File: config.mk
export PLATFORM = sky130hd
export DESIGN_NAME = adc_sample_fifo
export DESIGN_NICKNAME = d
export VERILOG_FILES = /design/src/rtl/adc_fifo_pkg.sv /design/src/rtl/adc_fifo_ctrl.sv /design/src/rtl/adc_fifo_store.sv /design/src/rtl/adc_sample_fifo.sv
export SDC_FILE = /design/constraint.sdc
export NUM_CORES = 1
export LEC_CHECK = 0
export BUFFER_PORTS_ARGS = -buffer_cell sky130_fd_sc_hd__buf_2
export CAP_MARGIN = 20
export CORE_MARGIN = 8
export CORE_UTILIZATION = 45
export CTS_CLUSTER_SIZE = 10
export DETAILED_ROUTE_END_ITERATION = 10
export PLACE_DENSITY_LB_ADDON = 0.08
export SYNTH_ARGS = -nofsm -noshare
export SYNTH_HDL_FRONTEND = slang
export SYNTH_HIERARCHICAL = 1
export SYNTH_SLANG_ARGS = --single-unit
File: constraint.sdc
create_clock -name clk -period 7 [get_ports clk]
set_input_delay 0 -clock clk [delete_from_list [all_inputs] [get_ports clk]]
set_output_delay 0 -clock clk [all_outputs]
set_load 0.02 [all_outputs]
File: src/rtl/adc_fifo_pkg.sv
package adc_fifo_pkg;
  typedef struct packed {
    logic ovf;
    logic udf;
    logic full;
    logic afull;
    logic empty;
  } fifo_stat_t;
endpackage

File: src/rtl/adc_fifo_ctrl.sv
module adc_fifo_ctrl
  import adc_fifo_pkg::*;
#(
  parameter int DEPTH = 4
) (
  input  logic                         clk,
  input  logic                         rst_n,
  input  logic                         push_req,
  input  logic                         pop_req,
  input  logic                         flush,
  output logic                         push_ok,
  output logic                         pop_ok,
  output logic [$clog2(DEPTH)-1:0]     wptr,
  output logic [$clog2(DEPTH)-1:0]     rptr,
  output fifo_stat_t                   stat
);
  localparam int AW = $clog2(DEPTH);
  localparam int CW = $clog2(DEPTH + 1);

  logic [CW-1:0] cnt_q, cnt_d;
  logic [AW-1:0] wptr_d, rptr_d;
  logic          ovf_q, ovf_d, udf_q, udf_d;
  logic          is_full, is_empty;

  assign is_full  = (cnt_q == CW'(DEPTH));
  assign is_empty = (cnt_q == '0);
  assign push_ok  = push_req & ~ovf_q & ~is_full & ~flush;
  assign pop_ok   = pop_req & ~udf_q & ~is_empty & ~flush;

  always_comb begin
    cnt_d  = cnt_q;
    wptr_d = wptr;
    rptr_d = rptr;
    ovf_d  = ovf_q | (push_req & is_full);
    udf_d  = udf_q | (pop_req & is_empty);
    if (push_ok) begin
      wptr_d = (wptr == AW'(DEPTH - 1)) ? '0 : wptr + 1'b1;
    end
    if (pop_ok) begin
      rptr_d = (rptr == AW'(DEPTH - 1)) ? '0 : rptr + 1'b1;
    end
    case ({push_ok, pop_ok})
      2'b10:   cnt_d = cnt_q + 1'b1;
      2'b01:   cnt_d = cnt_q - 1'b1;
      default: cnt_d = cnt_q;
    endcase
    if (flush) begin
      cnt_d  = '0;
      wptr_d = '0;
      rptr_d = '0;
      ovf_d  = 1'b0;
      udf_d  = 1'b0;
    end
  end

  always_ff @(posedge clk or negedge rst_n) begin
    if (!rst_n) begin
      cnt_q <= '0;
      wptr  <= '0;
      rptr  <= '0;
      ovf_q <= 1'b0;
      udf_q <= 1'b0;
    end else begin
      cnt_q <= cnt_d;
      wptr  <= wptr_d;
      rptr  <= rptr_d;
      ovf_q <= ovf_d;
      udf_q <= udf_d;
    end
  end

  always_comb begin
    stat.ovf   = ovf_q;
    stat.udf   = udf_q;
    stat.full  = is_full;
    stat.afull = (cnt_q == CW'(DEPTH - 1));
    stat.empty = is_empty;
  end
endmodule

File: src/rtl/adc_fifo_store.sv
module adc_fifo_store #(
  parameter int DATA_W = 12,
  parameter int DEPTH  = 4
) (
  input  logic                     clk,
  input  logic                     rst_n,
  input  logic                     push_ok,
  input  logic                     pop_ok,
  input  logic                     flush,
  input  logic [$clog2(DEPTH)-1:0] wptr,
  input  logic [$clog2(DEPTH)-1:0] rptr,
  input  logic [DATA_W-1:0]        wdata,
  output logic [DATA_W-1:0]        rdata
);
  localparam int AW = $clog2(DEPTH);

  logic [DATA_W-1:0] mem [DEPTH];
  logic [DATA_W-1:0] rdata_d;
  logic              rdata_en;

  for (genvar gi = 0; gi < DEPTH; gi++) begin : g_entry
    logic entry_en;
    assign entry_en = push_ok & (wptr == AW'(gi));
    always_ff @(posedge clk) begin
      if (entry_en) begin
        mem[gi] <= wdata;
      end
    end
  end

  assign rdata_en = pop_ok | flush;
  assign rdata_d  = flush ? '0 : mem[rptr];

  always_ff @(posedge clk or negedge rst_n) begin
    if (!rst_n) begin
      rdata <= '0;
    end else if (rdata_en) begin
      rdata <= rdata_d;
    end
  end
endmodule

File: src/rtl/adc_sample_fifo.sv
module adc_sample_fifo
  import adc_fifo_pkg::*;
#(
  parameter int DATA_W = 12,
  parameter int DEPTH  = 4
) (
  input  logic              clk,
  input  logic              rst_n,
  input  logic              cnv_valid,
  input  logic [DATA_W-1:0] cnv_data,
  input  logic              cpu_wr,
  input  logic [DATA_W-1:0] cpu_wdata,
  input  logic              cpu_rd,
  input  logic              flush,
  output logic [DATA_W-1:0] rd_data,
  output logic [4:0]        status
);
  localparam int AW = $clog2(DEPTH);

  logic              push_req, push_ok, pop_ok;
  logic [DATA_W-1:0] push_data;
  logic [AW-1:0]     wptr, rptr;
  fifo_stat_t        stat;

  assign push_req  = cnv_valid | cpu_wr;
  assign push_data = cnv_valid ? cnv_data : cpu_wdata;

  adc_fifo_ctrl #(.DEPTH(DEPTH)) u_ctrl (
    .clk      (clk),
    .rst_n    (rst_n),
    .push_req (push_req),
    .pop_req  (cpu_rd),
    .flush    (flush),
    .push_ok  (push_ok),
    .pop_ok   (pop_ok),
    .wptr     (wptr),
    .rptr     (rptr),
    .stat     (stat)
  );

  adc_fifo_store #(.DATA_W(DATA_W), .DEPTH(DEPTH)) u_store (
    .clk     (clk),
    .rst_n   (rst_n),
    .push_ok (push_ok),
    .pop_ok  (pop_ok),
    .flush   (flush),
    .wptr    (wptr),
    .rptr    (rptr),
    .wdata   (push_data),
    .rdata   (rd_data)
  );

  assign status = stat;
endmodule

# After elaboration in Yosys (flattened, before gate mapping)
# Memories as Yosys holds them, arrays and structs flattened.
# Index checks and enable logic that the tools add are counted.
word_totals:
  in_bits: 30
  memories: 1
  rom_bits: 0
  ramBits: 48
  register_bits: 21
  latch_bits: 0
memory_table:
  columns: ["name", "words", "width", "rd", "rd_clocked_by_memory_dff", "write_ports", "line_no", "source"]
  rows:
  - ["u_store.mem", 4, 12, 1, 0, 1, "adc_fifo_store.sv:17", "logic [DATA_W-1:0] mem [DEPTH];"]
op_classes:
  order_cmp: 0
  n_reduce_logical: 8
  mux: 29
  addsub: 4
  eq_ne: 8
  bitwise: 21
  div_mod_pow: 0
  multipliers: 0
  shifts: 0
op_table:
  columns: ["cell", "count"]
  rows:
  - ["two-way mux 12 bit", 5]
  - ["OR reduction 12 bit", 3]
  - ["two-way mux 2 bit", 9]
  - ["two-way mux 1 bit", 13]
  - ["bitwise AND 1 bit", 12]
  - ["== test 2 bit, second input constant", 4]
  - ["case mux 3 bit (2 select lines)", 1]
  - ["NOT 1 bit", 5]
  - ["adder 2 x 1 -> 2 bit, second input constant", 2]
  - ["== test 2 x 1 -> 1 bit, second input constant", 2]
  - ["bitwise OR 1 bit", 4]
  - ["nonzero test 2 bit", 2]
  - ["adder 3 x 1 -> 3 bit, second input constant", 1]
  - ["== test 3 x 2 -> 1 bit, second input constant", 1]
  - ["== test 3 bit, second input constant", 1]
  - ["zero test 3 bit", 1]
  - ["two-way mux 3 bit", 1]
  - ["nonzero test 3 bit", 1]
  - ["subtractor 3 x 1 -> 3 bit, second input constant", 1]
  - ["zero test 2 bit", 1]

# Logic depth before layout (Yosys ltp)
# Gate-level depths: netlist of the first run.
logic_depth:
  ltp_word: 11
  ltp_mapped: 9
  depth_no_buf: 8

# Modules after synthesis
# The synthesis of the first run kept the hierarchy.
modules_own_cells:
  columns: ["module", "cells_per_inst", "area_per_inst_um2", "n_inst"]
  rows:
  - ["adc_fifo_store", 122, 2358.5, 1]
  - ["adc_fifo_ctrl", 55, 578.1, 1]
  - ["adc_sample_fifo", 14, 186.4, 1]

# Worst setup path after synthesis of the first run
# Ideal clock, no wire load.
synth_path:
  path_kind: "register to register"
  from: "register u_ctrl.cnt_q[2]"
  to: "memory u_store.mem[0][0] (enable)"
  setup_ns: 0.399
  t_arrival_ns: 2.142
  stages_incl_launch_ff: 5
  required_time_ns: 6.601
  path_slack_ns: 4.459
  path_buffers: 0
  cell_sequence: "dfrtp_1 > nor3b_2 > nor3b_4 > nor2b_1 > nor3b_1"
synth_via:
  word_cells_on_any_way: 25
synth_lines:
  columns: ["element", "line_no", "source"]
  rows:
  - ["start: declaration", "adc_fifo_ctrl.sv:20", "logic [CW-1:0] cnt_q, cnt_d;"]
  - ["start signal: assignment", "adc_fifo_ctrl.sv:64", "cnt_q <= cnt_d;"]
  - ["== test 3 bit", "adc_fifo_ctrl.sv:25", "assign is_full = (cnt_q == CW'(DEPTH));"]
  - ["named net u_ctrl.is_full", "adc_fifo_ctrl.sv:23", "logic is_full, is_empty;"]
  - ["NOT 1 bit", "adc_fifo_ctrl.sv:27", "assign push_ok = push_req & ~ovf_q & ~is_full & ~flush;"]
  - ["bitwise AND 1 bit (2 in a row)", "adc_fifo_ctrl.sv:27", null]
  - ["named net push_ok", "adc_sample_fifo.sv:20", "logic push_req, push_ok, pop_ok;"]
  - ["bitwise AND 1 bit", "adc_fifo_store.sv:23", "assign entry_en = push_ok & (wptr == AW'(gi));"]
  - ["named net u_store.g_entry[0].entry_en", "adc_fifo_store.sv:22", "logic entry_en;"]
  - ["two-way mux 1 bit", "adc_fifo_store.sv:25", "if (entry_en) begin"]
  - ["two-way mux 1 bit (not written as such)", "adc_fifo_store.sv:26", "mem[gi] <= wdata;"]
  - ["two-way mux 1 bit (no source line) (3 in a row)", null, null]
  - ["end: declaration", "adc_fifo_store.sv:17", null]
# The timed path passes the listed nets, and every way through them passes these cells.

# Worst setup path in the final report of the first run
layout_path:
  from: "register u_ctrl.cnt_q[0]"
  to: "register u_store.rdata[5]"
layout_via:
  elab_chain_cells: 5
layout_rtl:
  columns: ["element", "line_no", "source"]
  rows:
  - ["zero test 3 bit", "adc_fifo_ctrl.sv:26", "assign is_empty = (cnt_q == '0);"]
  - ["NOT 1 bit", "adc_fifo_ctrl.sv:28", "assign pop_ok = pop_req & ~udf_q & ~is_empty & ~flush;"]
  - ["bitwise AND 1 bit (2 in a row)", "adc_fifo_ctrl.sv:28", null]
  - ["named net pop_ok", "adc_sample_fifo.sv:20", null]
  - ["bitwise OR 1 bit", "adc_fifo_store.sv:31", "assign rdata_en = pop_ok | flush;"]
  - ["end signal: assignment", "adc_fifo_store.sv:38", "rdata <= rdata_d;"]
  - ["end: declaration", "adc_fifo_store.sv:13", "output logic [DATA_W-1:0] rdata"]
# The timed path passes the listed nets, and every way through them passes these cells.
# A chain may end at the register's enable or synchronous reset.

==> metrics.md, run 1 <==
| Metric | Value |
|---|---|
| Final worst path period share | `42.5%` |
| TritonCTS clock tree | `yes` |
| Core ar. | `0.00676 mm2` |
| Post-synth EDFFs | `48` |
| Setup-failing EPs final | `0` |
| Count of different cell masters after synthesis | `35` |
| Port Buffers | `46` |
| Setup tns final | `0 ns` |
| Die W | `99.3 um` |
| Setup slack after layout | `4.02 ns` |
| P_int | `868 uW` |
| Synth area leader | `edfxtp_1` |
| Total Wirelength | `6500 um` |
| Final ANT Viol Nets | `0` |
| Cts hold-fix bufs | `24` |
| WHS Endpoint | `u_store/mem[3][0]` |
| Wire per inst | `18.8 um` |
| Antenna cells | `0` |
| Clock root buffer master | `clkbuf_8` |
| Clock buffer depth | `2` |
| Yosys reg bits | `69` |
| Ports | `47` |
| YS warnings | `6` |
| CTS Buf Count | `9` |
| R2R Path Start | `u_ctrl/cnt_q[0]` |
| Worst endpoint data arrival time | `3.22 ns` |
| Synth top area cells | `edfxtp_1, dfrtp_1, mux2i_1` |
| H-tree levels | `3` |
| Max stage delay on crit path | `0.74 ns` |
| Top cell type's share of synthesized area | `46.2%` |
| Worst ir drop on vdd | `0.000150 V` |
| Worst-case reg-to-reg path depth | `5` |
| Final Util | `56.9%` |
| Logic pwr share | `24.4%` |
| # clock sinks | `69` |
| HP Start | `cnv_data[0]` |
| Setup bufs post-CTS | `0` |
| Max-cap violations | `0` |
| Initial Utilization | `46.2%` |
| Worst-Skew Late Latency | `0.34 ns` |
| Worst slack, placed | `4.09 ns` |
| Outcome | `finished, final reports clean` |
| Critical Path Sink Type | `flop` |
| Initial antenna violation count | `0` |
| Crit-path slowest cell | `nand3b_1` |
| Die Span Y | `99.3 um` |
| Syn nets | `224` |
| Reg clk slew, reported paths | `0.08 ns` |
| Tightest Hold Check Type | `input pin to flop` |
| Final hold vios | `0` |
| Area growth, synth to finish | `23.2%` |
| Most frequent cells in the layout | `edfxtp_1, buf_2, mux2i_1` |
| Worst R2R End | `u_store/rdata[5]` |
| FP Rows | `30` |
| All-Layer GR Usage | `14.2%` |
| Net Sw Frac | `28.9%` |
| Post-synthesis instance area | `0.00312 mm2` |
| Mean Syn Cell Area | `16.4 um2` |
| Most common cell after layout, fill and taps aside | `edfxtp_1` |
| Largest net degree at the start of global routing | `30` |
| Mapped Cells | `191` |
| Vias in the first global route | `2052` |
| Vias/cell | `5.27` |
| Ys flop type | `edfxtp_1` |
| Ys async rst share | `30.4%` |
| Share of layout cells above drive strength 1 | `39.5%` |
| Die Area | `0.00986 mm2` |
| Worst Setup SP | `u_ctrl/cnt_q[0]` |
| Crit path max fanout | `14` |
| Hold depth | `2` |
| Routability cong. | `0.701` |
| CP Launch Type | `flop` |
| Setup Crit Path Kind | `flop to flop` |
| Final #Nets | `294` |
| Net Sw Power | `354 uW` |
| Post-cts resize count | `0` |
| Sequential area share after synthesis | `63.0%` |
| CP required | `7.24 ns` |
| Max Slew Vio Count | `0` |
| LEAKAGE | `1.54 nW` |
| Worst Tran Pin Value | `0.793 ns` |
| Global-route wire length before repair | `10500 um` |
| Pwr Density | `317 mW/mm2` |
| Drt initial violations | `76` |
| Hold Slack | `0.0259 ns` |
| Min Tclk post-route | `2.98 ns` |
| # DRC | `0` |
| Crit path cell chain | `nor3_2 -> or3b_1 -> nor2_1 -> nand3b_1 -> o221ai_2` |
| Reg2Reg Setup Slack | `4.02 ns` |
| RSZ-0062 raised after global routing | `false` |
| Relative slew margins | `47.0%` |
| Fmax | `336 MHz` |
| DP Wirelength | `4130 um` |
| DR vias | `1823` |
| Clock Skew | `0.0112 ns` |
| Remaining global-route overflow | `0` |
| Clk pwr share | `31.5%` |
| Sequential Power Share | `44.1%` |
| Drt first pass iters | `4` |
-- power groups by stage --
stage	clock network [mW]	registers [mW]	logic, mW
floorplan	0	0.549	0.221
global placement	0	0.542	0.280
detailed placement	0	0.547	0.290
CTS	0.394	0.539	0.304
global route	0.411	0.544	0.326
finish	0.385	0.538	0.298
-- layer usage --
| metal | GRT usage [%] | wire length [um] | vias to the layer above | share of wire (%) |
|---|---|---|---|---|
| li1 | - | - | 868 | - |
| met1 | 17.8 | 2990 | 905 | 46 |
| met2 | 22.6 | 3180 | 46 | 49 |
| met3 | 3.56 | 279 | 4 | 4.3 |
| met4 | 6.64 | 53 | 0 | 0.82 |
| met5 | 0 | 0 | - | 0 |
-- area by class of cell --
cell class                      count  area [um2]
Fill cell                         564        2910
Sequential cell                    69        1970
Multi-Input combinational cell    108        1050
Timing Repair Buffer               73         493
Clock buffer                       10         128
Clock inverter                      6         110
Tap cell                           80         100
-- cells by family after synthesis --
kind of cell	count (synthesis)	synth area share, %
mux	42	15.2
xor+xnor	1	0.521
simple gates	46	10.1
compound gates	16	6.13
flops	69	63.0
fa+ha+maj	3	1.44
buf+inv	14	3.57
-- synthesized netlist by cell type, types with 2 or more instances --
cell,instances
ha_1,2
or3b_2,11
o221ai_2,10
buf_6,3
mux2i_1,28
buf_4,7
clkbuf_1,2
mux2_2,4
or3b_1,2
edfxtp_1,48
nor2_1,11
nand2_1,4
nor2b_1,3
a21oi_1,3
nand2b_1,2
o221ai_1,2
mux2_4,10
dfrtp_1,21
nor3_1,2
-- stage by stage --
step,instances,cell area [um2],total power [mW]
after floorplan,191,3120,0.770
after CTS,346,3850,1.24
after global placement,306,3370,0.821
after detailed placement,306,3370,0.837
after global routing,346,3850,1.28
final,346,3850,1.22
-- registers in the layout, summed over array words and instances, names as in the netlist --
register       flops
u_store/rdata     12
u_ctrl/udf_q       1
u_store/mem       48
u_ctrl/rptr        2
u_ctrl/ovf_q       1
u_ctrl/wptr        2
u_ctrl/cnt_q       3
-- worst max-delay path by stage --
| stage | slack (ns) | depth (start not counted) | to |
|---|---|---|---|
| finish | 4.02 | 5 | u_store/rdata[5] |
| global placement | 4.23 | 5 | u_store/rdata[0] |
| floorplan | 4.46 | 4 | u_store/mem[0][0] |
| global route | 3.78 | 5 | u_store/rdata[0] |
| CTS | 4.03 | 5 | u_store/rdata[5] |
| detailed placement | 4.09 | 5 | u_store/rdata[5] |
-- worst max-delay path, delay by kind of cell, from the launching register on --
kind               cells  cell delay [ns]
and+or+nand+nor        4             1.96
AOI/OAI and AO/OA      1             0.41
DFF                    1             0.50
(Power assumes the default switching activity.)
==> run 2: changes to the inputs <==
==> constraint.sdc (replaced) <==
create_clock -name clk -period 3 [get_ports clk]
set_input_delay 0 -clock clk [delete_from_list [all_inputs] [get_ports clk]]
set_output_delay 0 -clock clk [all_outputs]
set_load 0.02 [all_outputs]
==> run 2 against run 1 <==
  * Global-route usage decreased by 0.43 points
  * Clock power is 89% higher
  * Core utilization decreased by 0.67 points
  * Clock skew decreased by 0.0017 ns
  * First-iteration DRC count is 5.3% lower
  * Flip-flop and latch count stayed put
  * Critical path depth is 2 higher
  * Die area did not move
  * Highest routed layer unchanged
==> metrics.md, run 2 (synthesized netlist as in run 1, its figures left out) <==
| Metric | Value |
|---|---|
| Net Sw Frac | `30.0%` |
| Max-cap violations | `0` |
| Clock root buffer master | `clkbuf_8` |
| # clock sinks | `69` |
| Drt initial violations | `72` |
| Outcome | `finished, final reports clean` |
| Post-cts resize count | `0` |
| Antenna cells | `0` |
| Logic pwr share | `25.7%` |
| Total Wirelength | `6480 um` |
| Initial Utilization | `46.2%` |
| Core ar. | `0.00676 mm2` |
| Tightest Hold Check Type | `input pin to flop` |
| Sequential Power Share | `47.4%` |
| Largest net degree at the start of global routing | `30` |
| Biggest regs | `u_store/mem: 48 flops, u_store/rdata: 12 flops, u_ctrl/cnt_q: 3 flops` |
| Worst endpoint data arrival time | `2.65 ns` |
| Total Power | `2.70 mW` |
| Die W | `99.3 um` |
| Final ANT Viol Nets | `0` |
| TritonCTS clock tree | `yes` |
| Relative slew margins | `52.6%` |
| Min Tclk post-route | `2.44 ns` |
| All-Layer GR Usage | `13.8%` |
| Final Util | `56.3%` |
| Worst Tran Pin Value | `0.711 ns` |
| Setup tns final | `0 ns` |
| CP required | `3.21 ns` |
| Final hold vios | `0` |
| Port Buffers | `46` |
| Remaining global-route overflow | `0` |
| Global-route wire length before repair | `10400 um` |
| CTS Buf Count | `9` |
| Max reg flops | `48` |
| Vias/cell | `5.36` |
| Final worst path period share | `81.2%` |
| Hold Slack | `0.0111 ns` |
| Setup Crit Path Kind | `flop to flop` |
| Critical Path Sink Type | `flop` |
| Fmax | `411 MHz` |
| Drt first pass iters | `5` |
| Final #Nets | `296` |
| Clk pwr share | `27.0%` |
| Worst ir drop on vdd | `0.000348 V` |
| Share of layout cells above drive strength 1 | `42.2%` |
| Pwr Density | `711 mW/mm2` |
| Crit path max fanout | `6` |
| DP Wirelength | `4280 um` |
| Area growth, synth to finish | `21.8%` |
| P_int | `1.89 mW` |
| Most frequent cells in the layout | `edfxtp_1, buf_2, mux2i_1` |
| Routability cong. | `0.795` |
| Most common cell after layout, fill and taps aside | `edfxtp_1` |
| Die Area | `0.00986 mm2` |
| Clock Skew | `0.00953 ns` |
| Wire per inst | `18.6 um` |
| Clock buffer depth | `2` |
| Worst-Skew Late Latency | `0.33 ns` |
| Largest reg by FF count | `u_store/mem` |
| Net Sw Power | `811 uW` |
| LEAKAGE | `1.54 nW` |
| Vias in the first global route | `2050` |
| Max Slew Vio Count | `0` |
| H-tree levels | `3` |
| FP Rows | `30` |
| CP Launch Type | `flop` |
| RSZ-0062 raised after global routing | `false` |
| Ports | `47` |
| Die Span Y | `99.3 um` |
| Setup-failing EPs final | `0` |
| DR vias | `1867` |
| Reg clk slew, reported paths | `0.07 ns` |
| Initial antenna violation count | `0` |
| # DRC | `0` |
==> run 2: cell count changes in the layout (fill, tap and decap cells not counted), sizes merged <==
cell         delta
buf             +8
bufinv          -2
clkbuf          +2
clkinv          +1
dlygate4sd3     -6
inv             -1
==> run 2: power by group through the flow <==
stage | Sequential, mW | Clock [mW] | Combinational, mW
after floorplan | 1.28 | 0 | 0.516
after global placement | 1.29 | 0 | 0.651
after detailed placement | 1.30 | 0 | 0.679
after CTS | 1.28 | 0.747 | 0.705
after global routing | 1.30 | 0.784 | 0.754
final | 1.28 | 0.728 | 0.694
==> run 2: repair_timing <==
action                     4_1_cts  5_1_grt
setup buffers                    0        0
hold buffers                    18        0
setup endpoints to repair        0        0
hold endpoints to repair        53        0
==> run 2: final cells by class <==
| class | instances | area [um2] |
|---|---|---|
| fillers | 558 | 2950 |
| flip-flops and latches | 69 | 1970 |
| multi-input cells | 108 | 1050 |
| repair buffers | 75 | 493 |
| clock buffers | 12 | 145 |
| well taps | 80 | 100 |
| clock inverters | 4 | 47.5 |
==> run 2: per-layer routing <==
| metal | routed length, um | global-route usage [%] | part of all wire, % | up-vias |
|---|---|---|---|---|
| li1 | - | - | - | 866 |
| met1 | 2840 | 16.6 | 44 | 944 |
| met2 | 3340 | 23.1 | 51 | 51 |
| met3 | 254 | 3.28 | 3.9 | 6 |
| met4 | 57 | 5.82 | 0.88 | 0 |
| met5 | 0 | 0 | 0 | - |
==> run 2: stage by stage <==
stage,worst slack [ns],cell area (um2),std cells
after CTS,0.553,3800,348
after detailed placement,0.571,3430,314
after global routing,0.517,3800,348
final,0.564,3800,348
after global placement,0.717,3430,314
after floorplan,0.459,3120,191
==> run 2: path summary, 6_finish.rpt <==
path,from,end,slack [ns],cells after the start
hold / removal,cpu_wdata[3],u_store/mem[3][3],0.01,2
max in group asynchronous,rst_n,u_store/rdata[11],2.47,2
setup reg to reg,u_ctrl/cnt_q[0],u_ctrl/cnt_q[2],0.56,7
setup / recovery,u_ctrl/cnt_q[0],u_ctrl/cnt_q[2],0.56,7
hold reg to reg,u_ctrl/udf_q,u_ctrl/udf_q,0.57,2
min in group asynchronous,rst_n,u_store/rdata[2],0.18,2
==> run 2: worst max-delay path, cell delays in order, from the launching register on <==
cell and delay (ns):
dfrtp_1 0.47, nor3_2 0.28, or3b_1 0.17, nor3_1 0.06
fa_1 0.42, or4b_1 0.51, a2bb2oi_1 0.15, mux2_2 0.27
==> run 3: changes to the inputs <==
==> constraint.sdc (replaced) <==
create_clock -name clk -period 2.08 [get_ports clk]
set_input_delay 0 -clock clk [delete_from_list [all_inputs] [get_ports clk]]
set_output_delay 0 -clock clk [all_outputs]
set_load 0.02 [all_outputs]
==> run 3 against run 2 <==
  * The flow now finishes with violations (negative setup slack)
  * Total power is 52% higher
  * Flip-flop and latch count unchanged
  * Critical path depth unchanged
  * Clock skew shrank 0.0019 ns
  * Global-route usage increased by 1.2 points
  * Sequential power rose by 41%
  * Clock-buffer cell count shrank 2
  * Maximum frequency up 9.4%
  * Cell count rose by 3.2%
  * First-iteration DRC count rose by 61%
  * Via count rose by 2.4%
  * Register-to-register slack worse by 0.71 ns
  * Critical path type unchanged
  * Largest cell class unchanged
  * Largest power group unchanged
  * Highest routed layer unchanged
==> metrics.md, run 3 (synthesized netlist as in run 1, its figures left out) <==
| Metric | Value |
|---|---|
| Min Tclk post-route | `2.23 ns` |
| Worst endpoint data arrival time | `2.45 ns` |
| Total Wirelength | `6930 um` |
| Max-cap violations | `0` |
| CTS Buf Count | `9` |
| All-Layer GR Usage | `15.0%` |
| Crit path max fanout | `3` |
| Clk pwr share | `25.5%` |
| Area growth, synth to finish | `27.9%` |
| LEAKAGE | `1.61 nW` |
| Biggest regs | `u_store/mem: 48 flops, u_store/rdata: 12 flops, u_ctrl/cnt_q: 3 flops` |
| Max Slew Vio Count | `0` |
| Worst slack, placed | `-0.181 ns` |
| Wire per inst | `19.3 um` |
| Drt first pass iters | `6` |
| Vias/cell | `5.33` |
| Most common cell after layout, fill and taps aside | `edfxtp_1` |
| Core ar. | `0.00676 mm2` |
| Failing checks | `negative setup slack` |
| Pwr Density | `1030 mW/mm2` |
| Initial Utilization | `46.2%` |
| Final ANT Viol Nets | `0` |
| Cell count after placement | `322` |
| Finished Layout Cells | `359` |
| Final worst path period share | `107%` |
| Antenna cells | `0` |
| Worst Tran Pin Value | `0.554 ns` |
| CP required | `2.30 ns` |
| Net Sw Frac | `30.6%` |
| Relative slew margins | `63.1%` |
| Setup slack after layout | `-0.147 ns` |
| Sequential Power Share | `43.9%` |
| Max reg flops | `48` |
| Remaining global-route overflow | `0` |
| Net Sw Power | `1.26 mW` |
| Vias in the first global route | `2154` |
| Die W | `99.3 um` |
| Tightest Hold Check Type | `input pin to flop` |
| Hold Slack | `0.0195 ns` |
| Worst-Skew Late Latency | `0.33 ns` |
| Reg2Reg Setup Slack | `-0.15 ns` |
| Share of layout cells above drive strength 1 | `47.3%` |
| Routability cong. | `0.848` |
| Fmax | `449 MHz` |
| Setup tns final | `-0.147 ns` |
| # clock sinks | `69` |
| Clock buffer depth | `2` |
| Dpl cell area | `0.00356 mm2` |
| Largest reg by FF count | `u_store/mem` |
| Port Buffers | `46` |
| Number of fillers in the final layout | `552` |
| H-tree levels | `3` |
| # DRC | `0` |
| Die Span Y | `99.3 um` |
| Final hold vios | `0` |
| TritonCTS clock tree | `yes` |
| Final #Nets | `307` |
| P_int | `2.86 mW` |
| Reg clk slew, reported paths | `0.07 ns` |
| FP Rows | `30` |
| Setup-failing EPs final | `1` |
| Clock root buffer master | `clkbuf_8` |
| DP Wirelength | `4470 um` |
| Setup Crit Path Kind | `flop to flop` |
| Global-route wire length before repair | `11300 um` |
| Initial antenna violation count | `0` |
| Most frequent cells in the layout | `edfxtp_1, buf_2, mux2i_1` |
| Ports | `47` |
| CP Launch Type | `flop` |
| Logic pwr share | `30.6%` |
| Fin area | `0.00400 mm2` |
| Total Power | `4.12 mW` |
| Worst ir drop on vdd | `0.000543 V` |
| Drt initial violations | `116` |
| RSZ-0062 raised after global routing | `true` |
| Largest net degree at the start of global routing | `29` |
| DR vias | `1912` |
| Outcome | `finished, violations left` |
| Clock Skew | `0.00763 ns` |
| Final Util | `59.1%` |
| Critical Path Sink Type | `flop` |
| Die Area | `0.00986 mm2` |
-- run 3: routing by layer --
layer  wire length (um)  global-route usage (%)
met5                  0                       0
met4                105                    6.17
met3                301                    3.98
met2               3600                    25.8
met1               2920                    17.3
-- run 3: final cells by class --
type	count	area (um2)	share of cell area [%]
multi-input combinational	108	1080	27.2
clock inverter	6	63.8	1.60
sequential	69	1970	49.3
clock buffer	10	128	3.19
tap	80	100	2.51
timing repair buffer	86	649	16.3
-- run 3: what timing repair did --
action	in CTS	in global routing
resized for setup	2	5
gates cloned	0	1
hold buffers	19	0
pin swaps	4	3
buffers inserted	1	2
setup endpoints to repair	1	61
hold endpoints to repair	53	0
-- run 3: critical path, cell delays in order, from the launching register on --
cell and delay [ns]:
dfrtp_1 0.41, nor3b_4 0.18, nor3b_4 0.23, nor3_2 0.08
fa_2 0.34, or4b_1 0.47, a2bb2oi_1 0.14, mux2_2 0.27
-- run 3: path summary, 6_finish.rpt --
path,from,to,depth (start not counted)
min in group asynchronous,rst_n,u_ctrl/ovf_q,2
worst min-delay path,cpu_wdata[10],u_store/mem[2][10],2
worst max-delay path,u_ctrl/cnt_q[2],u_ctrl/cnt_q[2],7
max in group asynchronous,rst_n,u_ctrl/cnt_q[1],2
worst max register to register,u_ctrl/cnt_q[2],u_ctrl/cnt_q[2],7
worst min register to register,u_store/mem[2][10],u_store/rdata[10],2
-- run 3: power by group through the flow --
| stage | sequential (mW) | combinational [mW] | clock (mW) |
|---|---|---|---|
| floorplan | 1.86 | 0.762 | 0 |
| global placement | 1.82 | 1.12 | 0 |
| detailed placement | 1.84 | 1.17 | 0 |
| CTS | 1.81 | 1.23 | 1.08 |
| global route | 1.83 | 1.35 | 1.14 |
| finish | 1.81 | 1.26 | 1.05 |
